==> src/rtl/auxDmaPkg.sv <==
package auxDmaPkg;
  localparam int REG_W      = 32;
  localparam int HALF_W     = REG_W / 2;
  localparam int CNT_W      = REG_W - 1;
  localparam int DATA_W     = 64;
  localparam int BEAT_BYTES = DATA_W / 8;
  localparam int OFF_W      = 8;
  localparam int NUM_REGS   = 4;

  localparam int IDX_MAIN = 0;
  localparam int IDX_AUX  = 1;
  localparam int IDX_CNT  = 2;
  localparam int IDX_SIZE = 3;

  // strobes from control to datapath
  typedef struct packed {
    logic issueRead;   // read the source memory
    logic issueWrite;  // write the destination memory
    logic stepAddr;    // advance both addresses by one beat
    logic stepCount;   // lower the count by one beat (saturating)
  } dpStrobe_t;
endpackage

==> src/rtl/auxDmaPath.sv <==
module auxDmaPath
  import auxDmaPkg::*;
#(
  parameter logic [OFF_W-1:0] OFF_BASE   = 8'h20,
  parameter logic [REG_W-1:0] SIZE_RESET = 32'h0000_0100
) (
  input  logic              clk,
  input  logic              rstN,
  input  logic              regWe,
  input  logic              regWide,
  input  logic [OFF_W-1:0]  regAddr,
  input  logic [REG_W-1:0]  regWdata,
  output logic [HALF_W-1:0] regRdata,
  input  logic              busy,
  input  dpStrobe_t         strobe,
  output logic              startReq,
  output logic              cntZero,
  output logic              inRange,
  output logic              mainReq,
  output logic              mainWe,
  output logic [REG_W-1:0]  mainAddr,
  output logic [DATA_W-1:0] mainWdata,
  input  logic [DATA_W-1:0] mainRdata,
  output logic              auxReq,
  output logic              auxWe,
  output logic [REG_W-1:0]  auxAddr,
  output logic [DATA_W-1:0] auxWdata,
  input  logic [DATA_W-1:0] auxRdata
);
  logic [REG_W-1:0] regQ [NUM_REGS];
  logic [NUM_REGS-1:0] hiHit, loHit;
  logic wrOk;
  logic dirAux2Main;
  logic [CNT_W-1:0] cntBody, cntNext;

  // offset decode per register: high half at base+4i, low half 2 above
  for (genvar i = 0; i < NUM_REGS; i++) begin : g_dec
    localparam logic [OFF_W-1:0] HI_OFF = OFF_BASE + OFF_W'(4 * i);
    localparam logic [OFF_W-1:0] LO_OFF = HI_OFF + OFF_W'(2);
    assign hiHit[i] = (regAddr == HI_OFF);
    assign loHit[i] = (regAddr == LO_OFF);
  end

  function automatic logic [REG_W-1:0] mergeWrite(
    input logic [REG_W-1:0] oldVal, input logic hi, input logic lo,
    input logic wide, input logic [REG_W-1:0] data);
    logic [REG_W-1:0] r;
    r = oldVal;
    if (hi && wide)       r = data;
    else if (hi)          r[REG_W-1:HALF_W] = data[HALF_W-1:0];
    else if (lo && !wide) r[HALF_W-1:0] = data[HALF_W-1:0];
    return r;
  endfunction

  assign wrOk     = regWe && !busy;
  assign startReq = wrOk && ((loHit[IDX_CNT] && !regWide) || (hiHit[IDX_CNT] && regWide));

  assign cntBody = regQ[IDX_CNT][CNT_W-1:0];
  assign cntNext = (cntBody < CNT_W'(BEAT_BYTES)) ? '0 : cntBody - CNT_W'(BEAT_BYTES);
  assign cntZero = (cntBody == '0);
  assign dirAux2Main = regQ[IDX_CNT][REG_W-1];
  assign inRange = (regQ[IDX_AUX] < regQ[IDX_SIZE]);

  always_ff @(posedge clk) begin
    if (!rstN) begin
      for (int i = 0; i < NUM_REGS; i++)
        regQ[i] <= (i == IDX_SIZE) ? SIZE_RESET : '0;
    end else begin
      if (wrOk) begin
        for (int i = 0; i < NUM_REGS; i++)
          regQ[i] <= mergeWrite(regQ[i], hiHit[i], loHit[i], regWide, regWdata);
      end
      if (strobe.stepAddr) begin
        regQ[IDX_MAIN] <= regQ[IDX_MAIN] + REG_W'(BEAT_BYTES);
        regQ[IDX_AUX]  <= regQ[IDX_AUX] + REG_W'(BEAT_BYTES);
      end
      if (strobe.stepCount)
        regQ[IDX_CNT] <= {dirAux2Main, cntNext};
    end
  end

  always_comb begin
    regRdata = '0;
    for (int i = 0; i < NUM_REGS; i++) begin
      if (hiHit[i]) regRdata = regQ[i][REG_W-1:HALF_W];
      if (loHit[i]) regRdata = regQ[i][HALF_W-1:0];
    end
  end

  // memory sides: source read then destination write, data passed through
  assign mainAddr  = regQ[IDX_MAIN];
  assign auxAddr   = regQ[IDX_AUX];
  assign mainReq   = dirAux2Main ? strobe.issueWrite : strobe.issueRead;
  assign mainWe    = dirAux2Main && strobe.issueWrite;
  assign auxReq    = dirAux2Main ? strobe.issueRead : strobe.issueWrite;
  assign auxWe     = !dirAux2Main && strobe.issueWrite;
  assign mainWdata = auxRdata;
  assign auxWdata  = mainRdata;


  aux_bound_chk: assert property (@(posedge clk) disable iff (!rstN)
    (auxReq || mainReq) |-> (regQ[IDX_AUX] < regQ[IDX_SIZE]));

  cnt_down_chk: assert property (@(posedge clk) disable iff (!rstN)
    busy |=> (regQ[IDX_CNT][CNT_W-1:0] <= $past(regQ[IDX_CNT][CNT_W-1:0]))
             && (regQ[IDX_CNT][REG_W-1] == $past(regQ[IDX_CNT][REG_W-1])));

  cfg_hold_chk: assert property (@(posedge clk) disable iff (!rstN)
    busy |=> $stable(regQ[IDX_SIZE]));

  addr_step_chk: assert property (@(posedge clk) disable iff (!rstN)
    strobe.stepAddr |=> regQ[IDX_MAIN] == $past(regQ[IDX_MAIN]) + REG_W'(BEAT_BYTES));
endmodule

==> src/rtl/auxDmaCtrl.sv <==
module auxDmaCtrl
  import auxDmaPkg::*;
(
  input  logic      clk,
  input  logic      rstN,
  input  logic      startReq,
  input  logic      cntZero,
  input  logic      inRange,
  output dpStrobe_t strobe,
  output logic      busy,
  output logic      donePulse
);
  typedef enum logic [1:0] {ST_IDLE, ST_READ, ST_WRITE} state_t;
  state_t stateQ, stateNext;
  logic doneQ, finish;

  always_comb begin
    strobe    = '0;
    stateNext = stateQ;
    finish    = 1'b0;
    unique case (stateQ)
      ST_IDLE: if (startReq) stateNext = ST_READ;
      ST_READ: begin
        if (cntZero) begin
          finish    = 1'b1;
          stateNext = ST_IDLE;
        end else if (inRange) begin
          strobe.issueRead = 1'b1;
          stateNext        = ST_WRITE;
        end else begin
          strobe.stepCount = 1'b1;   // silent beat: drain only
        end
      end
      ST_WRITE: begin
        strobe.issueWrite = 1'b1;
        strobe.stepAddr   = 1'b1;
        strobe.stepCount  = 1'b1;
        stateNext         = ST_READ;
      end
      default: stateNext = ST_IDLE;
    endcase
  end

  always_ff @(posedge clk) begin
    if (!rstN) begin
      stateQ <= ST_IDLE;
      doneQ  <= 1'b0;
    end else begin
      stateQ <= stateNext;
      doneQ  <= finish;
    end
  end

  assign busy      = (stateQ != ST_IDLE);
  assign donePulse = doneQ;


  done_once_chk: assert property (@(posedge clk) disable iff (!rstN)
    donePulse |=> !donePulse);

  done_idle_chk: assert property (@(posedge clk) disable iff (!rstN)
    donePulse |-> !busy);

  start_busy_chk: assert property (@(posedge clk) disable iff (!rstN)
    startReq |=> busy);

  end_done_chk: assert property (@(posedge clk) disable iff (!rstN)
    $fell(busy) |-> donePulse);
endmodule

==> src/rtl/auxBlockDma.sv <==
module auxBlockDma
  import auxDmaPkg::*;
#(
  parameter logic [OFF_W-1:0] OFF_BASE   = 8'h20,
  parameter logic [REG_W-1:0] SIZE_RESET = 32'h0000_0100
) (
  input  logic              clk,
  input  logic              rstN,
  input  logic              regWe,
  input  logic              regWide,
  input  logic [OFF_W-1:0]  regAddr,
  input  logic [REG_W-1:0]  regWdata,
  output logic [HALF_W-1:0] regRdata,
  output logic              mainReq,
  output logic              mainWe,
  output logic [REG_W-1:0]  mainAddr,
  output logic [DATA_W-1:0] mainWdata,
  input  logic [DATA_W-1:0] mainRdata,
  output logic              auxReq,
  output logic              auxWe,
  output logic [REG_W-1:0]  auxAddr,
  output logic [DATA_W-1:0] auxWdata,
  input  logic [DATA_W-1:0] auxRdata,
  output logic              busy,
  output logic              donePulse
);
  dpStrobe_t strobe;
  logic startReq, cntZero, inRange;

  auxDmaPath #(.OFF_BASE(OFF_BASE), .SIZE_RESET(SIZE_RESET)) u_path (
    .clk, .rstN, .regWe, .regWide, .regAddr, .regWdata, .regRdata,
    .busy, .strobe, .startReq, .cntZero, .inRange,
    .mainReq, .mainWe, .mainAddr, .mainWdata, .mainRdata,
    .auxReq, .auxWe, .auxAddr, .auxWdata, .auxRdata
  );

  auxDmaCtrl u_ctrl (
    .clk, .rstN, .startReq, .cntZero, .inRange,
    .strobe, .busy, .donePulse
  );
endmodule

==> config.mk <==
export PLATFORM = sky130hd
export DESIGN_NAME = auxBlockDma
export DESIGN_NICKNAME = d
export VERILOG_FILES = /design/src/rtl/auxDmaPkg.sv /design/src/rtl/auxDmaPath.sv /design/src/rtl/auxDmaCtrl.sv /design/src/rtl/auxBlockDma.sv
export SDC_FILE = /design/constraint.sdc
export NUM_CORES = 1
export LEC_CHECK = 0
export ABC_CLOCK_PERIOD_IN_PS = 8700
export BUFFER_PORTS_ARGS = -buffer_cell sky130_fd_sc_hd__buf_2
export CAP_MARGIN = 20
export CORE_MARGIN = 10
export CORE_UTILIZATION = 55
export DETAILED_ROUTE_END_ITERATION = 8
export PLACE_DENSITY = 0.85
export SLEW_MARGIN = 20
export SYNTH_ARGS = -nofsm -noshare
export SYNTH_HDL_FRONTEND = slang
export SYNTH_SLANG_ARGS = --single-unit
==> constraint.sdc <==
create_clock -name clk -period 8.7 [get_ports clk]
set_input_delay 1.74 -clock clk [delete_from_list [all_inputs] [get_ports clk]]
set_output_delay 1.74 -clock clk [all_outputs]
set_load 0.05 [all_outputs]
==> impl_metrics.json, run 1 <==
{
  "holdPathStages": 2,
  "max_stage_delay_ns": 0.72,
  "cp.required_ns": 6.96,
  "finalPower_mw": 1.889,
  "hp-class": "reg2reg",
  "yosysTopAreaCell": "edfxtp_1",
  "avgRoutedWirePerCell_um": 30.47,
  "die_area_um2": 24410,
  "drc": 0,
  "finalSetupTns_ns": 0,
  "grt_pass1_vias": 8747,
  "cts_hold_buf": 0,
  "cts_root_buf": "clkbuf_16",
  "setup_viol_count_final": 0,
  "endpoint_kind": "output port",
  "synth_ff_type": "edfxtp_1",
  "grt_use_met3": 0.1187,
  "crit_top_cell": "buf_2",
  "peakVddDrop_uv": 133.9,
  "num_vias": 9294,
  "synth.cells.most_frequent": "129 x buf_4, 128 x edfxtp_1, 84 x nand2_1",
  "cts_buffer_depth": 2,
  "synth_edf_count": 128,
  "via_per_inst": 7.084,
  "cts.sinks": 131,
  "grt_max_degree": 47,
  "crit_slowest_cell": "or4b_1",
  "max_freq_mhz": 159.0,
  "grt-ovfl-total": 0,
  "cp_num_cells": 9,
  "ys_ff_latch": 131,
  "clk_pin_slew_ns": 0.06,
  "area_delta_synth_final_pct": 4.706,
  "yosysMostFrequentCell": "buf_4",
  "yosysWarnings": 0,
  "synthAdderAreaFrac": 0.04657,
  "synth.avg_cell_area_um2": 9.383,
  "min_period_ns": 6.288,
  "synth_compound_area_frac": 0.1652,
  "clock_skew_ns": 0.01085,
  "antenna_found_initial": 3,
  "htreeDepth": 4,
  "grt_use_total": 0.3176,
  "synth_nets": 1298,
  "power.density_nw_per_um2": 176.8,
  "hold_violations": 0,
  "max-slew-margin-rel": 0.3321,
  "min_from": "u_ctrl.stateQ[1]$_SDFFE_PN0P_",
  "netlist_area_um2": 10210,
  "numPortBuffers": 129,
  "place_ws_ns": 2.449,
  "critPathKind": "in2out",
  "start_kind": "input port",
  "outcome": "complete, no violations",
  "start_util": 0.5644,
  "worst_slew_pin_slew_ns": 0.9893,
  "syn_inst": 1088,
  "regToRegEndpoint": "u_path.regQ[2][27]$_DFFE_PP_",
  "post_cts_resized": 0,
  "cp_num_buf_inv": 3,
  "rrSetupSlack_ns": 4.17,
  "muxShareOfSynthArea": 0.04228,
  "cp_max_fo": 9,
  "fp.coreArea_um2": 18090,
  "yosysUniqueCellTypes": 67,
  "cts_buffers": 17,
  "dpl.hpwl_mm": 29.24,
  "drtPass1Iterations": 6,
  "p_leak_nw": 4.368,
  "ant_nets": 0,
  "synth_top_area_frac": 0.3765,
  "synth_xor_area_frac": 0.06606,
  "path_cells": "buf_2, or4b_1, or3b_2, nor3_2, buf_6, a22oi_1, nand3_1, mux2_2, buf_2",
  "grt_pass1_wl_mm": 57.45,
  "ys_async_sr_fraction": 0,
  "placedCellCount": 1280,
  "hold_end": "u_ctrl.stateQ[1]$_SDFFE_PN0P_",
  "fp-row-count": 49,
  "fin_crit_sh": 0.7227,
  "max_cap_violations": 0,
  "fp.dieW_um": 156.2,
  "busiest_layer": "met2",
  "drv_slew": 0,
  "drive_gt1_frac": 0.1837,
  "rsz0062_at_grt": "no",
  "finalWirelength_mm": 39.97,
  "r2r-start": "u_path.regQ[2][5]$_DFFE_PP_",
  "reg2reg_depth": 6,
  "grt_use_met1": 0.4082,
  "cts_setup_buffers": 0,
  "drtIter0Drc": 1672,
  "setup_slack_ns": 2.412,
  "clock_latency_ns": 0.43,
  "crit_family": "simple AND/OR/NAND/NOR gates",
  "final_cells": 1312,
  "cts_tree": "done",
  "io_pins": 386,
  "ys_top_cells_by_area": "edfxtp_1 38%, buf_4 9.5%, ha_1 4.7%, mux2i_1 4.1%, xor2_1 3.3%",
  "whs_ns": 0.5710,
  "use_met2": 0.4540,
  "ys_seq_area_frac": 0.3824,
  "synth_top_family_by_area": "compound AO/OA/AOI/OAI gates",
  "num_antenna_cells": 0,
  "place_congestion": 1.000,
  "fp.dieH_um": 156.2,
  "cp.arrival_ns": 4.55,
  "fin_nets": 1280,
  "synth-simple-area-share": 0.1584
}
tightest hold or removal path, cell delays in order (launching register included):
cell     delay (ns)
dfxtp_1        0.33
inv_1          0.10
o32ai_1        0.09
power by group:
part | total [mW] | switching [mW] | internal, mW
combinational | 0.346 | 0.252 | 0.0947
clock | 0.710 | 0.292 | 0.417
sequential | 0.833 | 0.0861 | 0.747
worst max path at each step:
| stage | startpoint | end |
|---|---|---|
| 4_1_cts | regAddr[4] | regRdata[3] |
| 5_1_grt | regAddr[4] | regRdata[2] |
| 3_3_place_gp | regAddr[4] | regRdata[8] |
| 3_5_place_dp | regAddr[4] | regRdata[3] |
| 2_1_floorplan | regAddr[4] | regRdata[2] |
| 6_report | regAddr[4] | regRdata[3] |
per-stage QoR:
stage          area (µm²)    util
4_1_cts             10690  0.5910
3_3_place_gp        10110  0.5590
2_1_floorplan       10210       -
6_report            10690  0.5910
5_1_grt             10690  0.5910
3_5_place_dp        10120  0.5596
flip-flops by register name, summed over array words and instances, names as in the netlist:
| signal | cells |
|---|---|
| u_ctrl.donePulse | 1 |
| u_path.regQ | 128 |
| u_ctrl.stateQ | 2 |
cell usage in the layout (no fill, tap or decap), types with 5 or more instances in the layout:
cell,count
a221o_1,7
a211oi_1,32
xnor2_1,38
nand4_1,17
inv_1,58
a222oi_1,5
mux2i_1,42
and4_1,5
or3_1,8
nand2_1,84
and3_1,12
edfxtp_1,128
nor3_1,20
nand3_1,55
buf_4,18
nor2_1,78
a31oi_1,8
a221oi_1,8
a22o_1,7
a311oi_1,5
nand2b_1,6
or2_2,5
buf_2,129
ha_1,38
o21ai_0,16
a21oi_1,31
o32ai_1,20
a22oi_1,31
or4_1,7
o31ai_1,11
o22ai_1,21
xor2_1,39
nor4_1,8
clkbuf_16,17
layout make-up:
class	count	area (µm²)
Clock buffer	17	425.4
Fill cell	1564	7397
Multi-Input combinational cell	712	4913
Timing Repair Buffer	148	792.0
Tap cell	229	286.5
Clock inverter	15	142.6
Sequential cell	131	3904
Inverter	60	225.2
layer usage:
| layer | part of all wire | wire (µm) |
|---|---|---|
| met5 | 0.00053 | 21 |
| met4 | 0.054 | 2150 |
| met3 | 0.16 | 6327 |
| met2 | 0.43 | 16990 |
| met1 | 0.36 | 14480 |
cell families after synthesis:
kind of cell               count (synthesis)
DFF                                      131
adders and majority gates                 38
and+or+nand+nor                          325
AOI/OAI and AO/OA                        229
xor gates and xnor gates                  77
buffers and inverters                    245
muxes                                     43
(Power assumes the default switching activity.)
==> inputs of run 2 (changes only) <==
--- a/config.mk
+++ b/config.mk
@@ -5,13 +5,14 @@
 export SDC_FILE = /design/constraint.sdc
 export NUM_CORES = 1
 export LEC_CHECK = 0
-export ABC_CLOCK_PERIOD_IN_PS = 8700
+export ABC_AREA = 1
+export ABC_CLOCK_PERIOD_IN_PS = 5800
 export BUFFER_PORTS_ARGS = -buffer_cell sky130_fd_sc_hd__buf_2
 export CAP_MARGIN = 20
 export CORE_MARGIN = 10
-export CORE_UTILIZATION = 55
+export CORE_UTILIZATION = 52
 export DETAILED_ROUTE_END_ITERATION = 8
-export PLACE_DENSITY = 0.85
+export PLACE_DENSITY = 0.8
 export SLEW_MARGIN = 20
 export SYNTH_ARGS = -nofsm -noshare
 export SYNTH_HDL_FRONTEND = slang
==> constraint.sdc (replaced) <==
create_clock -name clk -period 5.8 [get_ports clk]
set_input_delay 1.16 -clock clk [delete_from_list [all_inputs] [get_ports clk]]
set_output_delay 1.16 -clock clk [all_outputs]
set_load 0.05 [all_outputs]
==> impl_metrics.json, run 2 <==
{
  "drv_slew": 0,
  "rrSetupSlack_ns": 2.25,
  "hold_end": "u_ctrl.stateQ[1]$_SDFFE_PN0P_",
  "max_cap_violations": 0,
  "max-slew-margin-rel": 0.4299,
  "antenna_found_initial": 1,
  "hold_violations": 0,
  "power.density_nw_per_um2": 524.8,
  "crit_slowest_cell": "nand2_1",
  "final_util": 0.5485,
  "finalSetupTns_ns": 0,
  "cts_setup_buffers": 0,
  "grt_use_total": 0.3245,
  "start_util": 0.5255,
  "grt_pass1_vias": 10080,
  "numPortBuffers": 129,
  "path_cells": "buf_2, inv_1, nor2_1, nand2_1, inv_1, nand2_1, inv_1, nand2_1, o21ai_0, a21oi_1, nand4_1, a21oi_1, o21ai_0, buf_2",
  "min_from": "u_ctrl.stateQ[1]$_SDFFE_PN0P_",
  "clock_latency_ns": 0.44,
  "critPathKind": "in2out",
  "fp-row-count": 53,
  "htreeDepth": 4,
  "regToRegEndpoint": "u_path.regQ[0][18]$_DFFE_PP_",
  "die_area_um2": 27320,
  "synth.avg_cell_area_um2": 7.442,
  "dpl.hpwl_mm": 34.66,
  "cts_buffer_depth": 2,
  "max_freq_mhz": 222.0,
  "place_area_um2": 10890,
  "clock_skew_ns": 0.01996,
  "multiInputGateArea_um2": 5164,
  "cts_root_buf": "clkbuf_16",
  "largest_reg_flops": 128,
  "yosysWarnings": 0,
  "fp.dieW_um": 165.3,
  "endpoint_kind": "output port",
  "hp-class": "reg2reg",
  "layout_common_cells": "266 x nand2_1, 182 x inv_1, 164 x nor2_1",
  "setup_slack_ns": 1.295,
  "placedCellCount": 1717,
  "avgRoutedWirePerCell_um": 25.85,
  "rsz0062_at_grt": "no",
  "num_antenna_cells": 0,
  "synth_ff_type": "edfxtp_1",
  "yosysUniqueCellTypes": 52,
  "layout_commonest_cell": "nand2_1",
  "fin_nets": 1671,
  "peakVddDrop_uv": 326.9,
  "via_per_inst": 6.172,
  "ys_ff_latch": 131,
  "synth_edf_count": 128,
  "synth.cells.most_frequent": "267 x nand2_1, 182 x inv_1, 164 x nor2_1",
  "cp_max_fo": 14,
  "yosysMostFrequentCell": "nand2_1",
  "fp.dieH_um": 165.3,
  "cts_buffers": 17,
  "place_ws_ns": 1.425,
  "cts_hold_buf": 0,
  "n_fill_cell": 2051,
  "top_register": "u_path.regQ",
  "cp.arrival_ns": 3.35,
  "finalWirelength_mm": 45.22,
  "r2r-start": "u_path.regQ[1][21]$_SDFFCE_PN0P_",
  "ant_nets": 0,
  "netlist_area_um2": 10980,
  "fp.coreArea_um2": 20890,
  "area_delta_synth_final_pct": 4.377,
  "max_stage_delay_ns": 0.47,
  "ys_seq_area_frac": 0.3556,
  "stdcell_area_um2": 11460,
  "final_cells": 1749,
  "synth_nets": 1685,
  "holdPathStages": 2,
  "reg2reg_depth": 14,
  "min_period_ns": 4.505,
  "post_cts_resized": 0,
  "grt_max_degree": 63,
  "fin_crit_sh": 0.7767,
  "drtIter0Drc": 1651,
  "start_kind": "input port",
  "outcome": "complete, no violations",
  "syn_inst": 1475,
  "num_vias": 10790,
  "drc": 0,
  "io_pins": 386,
  "ys_top_cells_by_area": "edfxtp_1 35%, nand2_1 9.1%, buf_4 8.9%, inv_1 6.2%, nor2_1 5.6%",
  "grt_pass1_wl_mm": 65.49,
  "cts_tree": "done",
  "cp.required_ns": 4.64,
  "grt-ovfl-total": 0,
  "worst_slew_pin_slew_ns": 0.8542,
  "drive_gt1_frac": 0.1533,
  "cts.sinks": 131,
  "setup_viol_count_final": 0,
  "synth_top_area_frac": 0.3502,
  "ys_async_sr_fraction": 0,
  "yosysTopAreaCell": "edfxtp_1",
  "seq_area_um2": 3904,
  "clk_pin_slew_ns": 0.06,
  "place_congestion": 1.033,
  "p_leak_nw": 5.031,
  "drtPass1Iterations": 6
}
run 2: layout make-up:
| cell class | count | share of cell area |
|---|---|---|
| Multi-Input combinational cell | 975 | 0.4507 |
| Sequential cell | 131 | 0.3407 |
| Timing Repair Buffer | 142 | 0.06487 |
| Clock buffer | 17 | 0.03713 |
| Clock inverter | 15 | 0.01278 |
| Tap cell | 275 | 0.03003 |
| Inverter | 194 | 0.06378 |
run 2: cells by family (layout without fill, tap and decap cells):
logic type | after synthesis | after routing | synth area share
buf+inv | 369 | 368 | 0.1746
fa+ha+maj | 38 | 38 | 0.04332
simple gates | 605 | 605 | 0.2454
xor+xnor | 32 | 32 | 0.02553
mux | 2 | 2 | 0.002052
compound gates | 298 | 298 | 0.1534
flops | 131 | 131 | 0.3556
run 2: layer usage:
metal | GRT usage | part of all wire | vias up
met5 | 0 | 0.00033 | -
met3 | 0.07610 | 0.12 | 208
met1 | 0.4075 | 0.37 | 5044
met2 | 0.5110 | 0.45 | 739
met4 | 0.1684 | 0.061 | 2
li1 | - | - | 4801
run 2: through the flow:
stage / power, mW / hold WS, ns
global route: 6.268 / 0.5847
CTS: 5.933 / 0.5524
detailed placement: 4.847 / 0.5440
global placement: 4.814 / 0.5288
floorplan: 4.059 / 0.4952
finish: 6.013 / 0.5526
run 2: worst max path at each step:
stage / startpoint / to / slack (ns) / cells past startpoint
global placement: regAddr[5] / regRdata[12] / 1.43 / 14
CTS: regAddr[5] / regRdata[15] / 1.43 / 14
finish: regAddr[5] / regRdata[12] / 1.29 / 14
floorplan: regAddr[5] / regRdata[11] / 1.57 / 8
global route: regAddr[5] / regRdata[12] / 1.17 / 14
detailed placement: regAddr[2] / regRdata[6] / 1.42 / 12
run 2: where the power goes:
part,internal [mW],switching [mW],total (mW)
logic,0.630,2.11,2.74
clock network,0.602,0.499,1.10
registers,1.52,0.653,2.17
run 2: worst max-delay path, delay by kind of cell:
| kind | cells | cell delay, ns |
|---|---|---|
| simple gates | 5 | 0.83 |
| buf+inv | 5 | 0.78 |
| compound gates | 4 | 0.58 |
==> inputs of run 3 (changes only) <==
--- a/config.mk
+++ b/config.mk
@@ -5,14 +5,14 @@
 export SDC_FILE = /design/constraint.sdc
 export NUM_CORES = 1
 export LEC_CHECK = 0
-export ABC_AREA = 1
-export ABC_CLOCK_PERIOD_IN_PS = 5800
+export ABC_AREA = 0
+export ABC_CLOCK_PERIOD_IN_PS = 3800
 export BUFFER_PORTS_ARGS = -buffer_cell sky130_fd_sc_hd__buf_2
 export CAP_MARGIN = 20
 export CORE_MARGIN = 10
-export CORE_UTILIZATION = 52
+export CORE_UTILIZATION = 46
 export DETAILED_ROUTE_END_ITERATION = 8
-export PLACE_DENSITY = 0.8
+export PLACE_DENSITY = 0.76
 export SLEW_MARGIN = 20
 export SYNTH_ARGS = -nofsm -noshare
 export SYNTH_HDL_FRONTEND = slang
==> constraint.sdc (replaced) <==
create_clock -name clk -period 3.8 [get_ports clk]
set_input_delay 0.76 -clock clk [delete_from_list [all_inputs] [get_ports clk]]
set_output_delay 0.76 -clock clk [all_outputs]
set_load 0.05 [all_outputs]
==> impl_metrics.json, run 3 (same netlist as run 1, synthesis figures left out) <==
{
  "outcome": "complete, no violations",
  "place_congestion": 1.049,
  "max_freq_mhz": 267.0,
  "drtPass1Iterations": 9,
  "drtIter0Drc": 1463,
  "fp.dieW_um": 169.0,
  "setup_slack_ns": 0.05530,
  "fin_crit_sh": 0.9854,
  "multiInputGateArea_um2": 4977,
  "cts_hold_buf": 0,
  "grt_pass1_vias": 9042,
  "dpl.hpwl_mm": 30.40,
  "min_period_ns": 3.745,
  "worst_slew_pin_slew_ns": 0.9887,
  "place_ws_ns": -0.05912,
  "area_delta_synth_final_pct": 12.02,
  "via_per_inst": 6.599,
  "endpoint_kind": "output port",
  "cts.sinks": 131,
  "drv_slew": 0,
  "avgRoutedWirePerCell_um": 27.99,
  "drc": 0,
  "num_vias": 9490,
  "critPathKind": "reg2out",
  "hp-class": "reg2reg",
  "max-slew-margin-rel": 0.3393,
  "n_fill_cell": 1969,
  "fp.dieH_um": 169.0,
  "io_pins": 386,
  "cp.arrival_ns": 2.98,
  "power.density_nw_per_um2": 389.7,
  "start_kind": "flop",
  "p_leak_nw": 4.792,
  "htreeDepth": 4,
  "numPortBuffers": 129,
  "start_util": 0.4678,
  "finalWirelength_mm": 40.26,
  "grt_max_degree": 47,
  "fin_nets": 1352,
  "layout_commonest_cell": "edfxtp_1",
  "drive_gt1_frac": 0.2494,
  "grt-ovfl-total": 0,
  "cp_max_fo": 3,
  "die_area_um2": 28550,
  "cts_buffer_depth": 2,
  "cp.required_ns": 3.04,
  "seq_area_um2": 3904,
  "clock_latency_ns": 0.43,
  "clk_pin_slew_ns": 0.06,
  "setup_viol_count_final": 0,
  "rrSetupSlack_ns": 0.36,
  "largest_reg_flops": 128,
  "antenna_found_initial": 2,
  "hold_violations": 0,
  "fp-row-count": 54,
  "cts_tree": "done",
  "layout_common_cells": "128 x edfxtp_1, 120 x buf_2, 95 x buf_4",
  "cts_root_buf": "clkbuf_16",
  "peakVddDrop_uv": 250.4,
  "place_area_um2": 10760,
  "max_cap_violations": 0,
  "grt_use_total": 0.2687,
  "grt_pass1_wl_mm": 57.89,
  "fp.coreArea_um2": 21820,
  "cts_buffers": 17,
  "clock_skew_ns": 0.01614,
  "stdcell_area_um2": 11440,
  "ant_nets": 0,
  "rsz0062_at_grt": "yes",
  "top_register": "u_path.regQ"
}
-- run 3: changes by cell type in the layout (fill, tap and decap cells not counted), moves of 17 or more --
cell      previous run  this run
o211ai_1            22         1
a211oi_1             5        32
o21ai_0             99        16
a22oi_1              2        31
buf_4               13        95
nor2_1             164        77
o32ai_1              0        20
a21oi_1            118        31
mux2i_1              0        41
nand2_1            266        84
xnor2_1             10        38
xor2_1              22        39
nand3_1             70        48
inv_1              182        58
-- run 3: worst max-delay path, stage by stage, from the launching register on --
cell	delay (ns)
edfxtp_1	0.45
ha_1	0.35
and4_1	0.26
a31oi_1	0.26
o31a_1	0.26
nand3_1	0.10
a2111o_1	0.42
mux2i_2	0.26
buf_6	0.20
-- run 3: per-layer routing --
layer / GRT usage / up-vias / share of wire
li1: - / 4040 / -
met1: 0.3464 / 4482 / 0.36
met2: 0.3980 / 829 / 0.44
met3: 0.07920 / 137 / 0.15
met4: 0.1430 / 2 / 0.050
met5: 0 / - / 0.00027
-- run 3: per-stage QoR --
stage	util	hold slack, ns	std cells	setup TNS (ns)	total power, mW
after global routing	0.5237	0.5867	1435	-0.05267	4.563
after detailed placement	0.4931	0.5583	1398	-0.2853	2.749
after floorplan	-	0.5234	1088	-0.01173	2.722
after CTS	0.5210	0.5668	1430	0	4.431
final	0.5240	0.5642	1438	0	4.456
after global placement	0.4931	0.5511	1398	-0.1913	2.734
-- run 3: worst paths after layout --
check / from / cells past startpoint / end
setup / recovery: u_path.regQ[1][14]$_SDFFCE_PN0P_ / 8 / auxReq
hold / removal: u_ctrl.stateQ[1]$_SDFFE_PN0P_ / 2 / u_ctrl.stateQ[1]$_SDFFE_PN0P_
setup reg to reg: u_path.regQ[2][8]$_DFFE_PP_ / 10 / u_path.regQ[2][19]$_DFFE_PP_
hold reg to reg: u_ctrl.stateQ[1]$_SDFFE_PN0P_ / 2 / u_ctrl.stateQ[1]$_SDFFE_PN0P_
-- run 3: power breakdown --
group	switching [mW]	internal, mW	total, mW
Sequential	0.154	1.71	1.86
Combinational	0.631	0.267	0.898
Clock	0.669	1.03	1.70
-- run 3: area by class of cell --
type,instances,area share
multi-input combinational,712,0.4352
sequential,131,0.3414
timing repair buffer,220,0.1207
clock buffer,18,0.03753
tap,280,0.03063
inverter,60,0.01969
clock inverter,14,0.01422
antenna,3,0.0006565
-- run 3: repair_timing --
item                                    CTS  global route
endpoints found under the hold margin     0             0
endpoints found under the setup margin    9             9
setup buffers                             0             5
pin swaps                                 1             2
resized for setup                         7             7
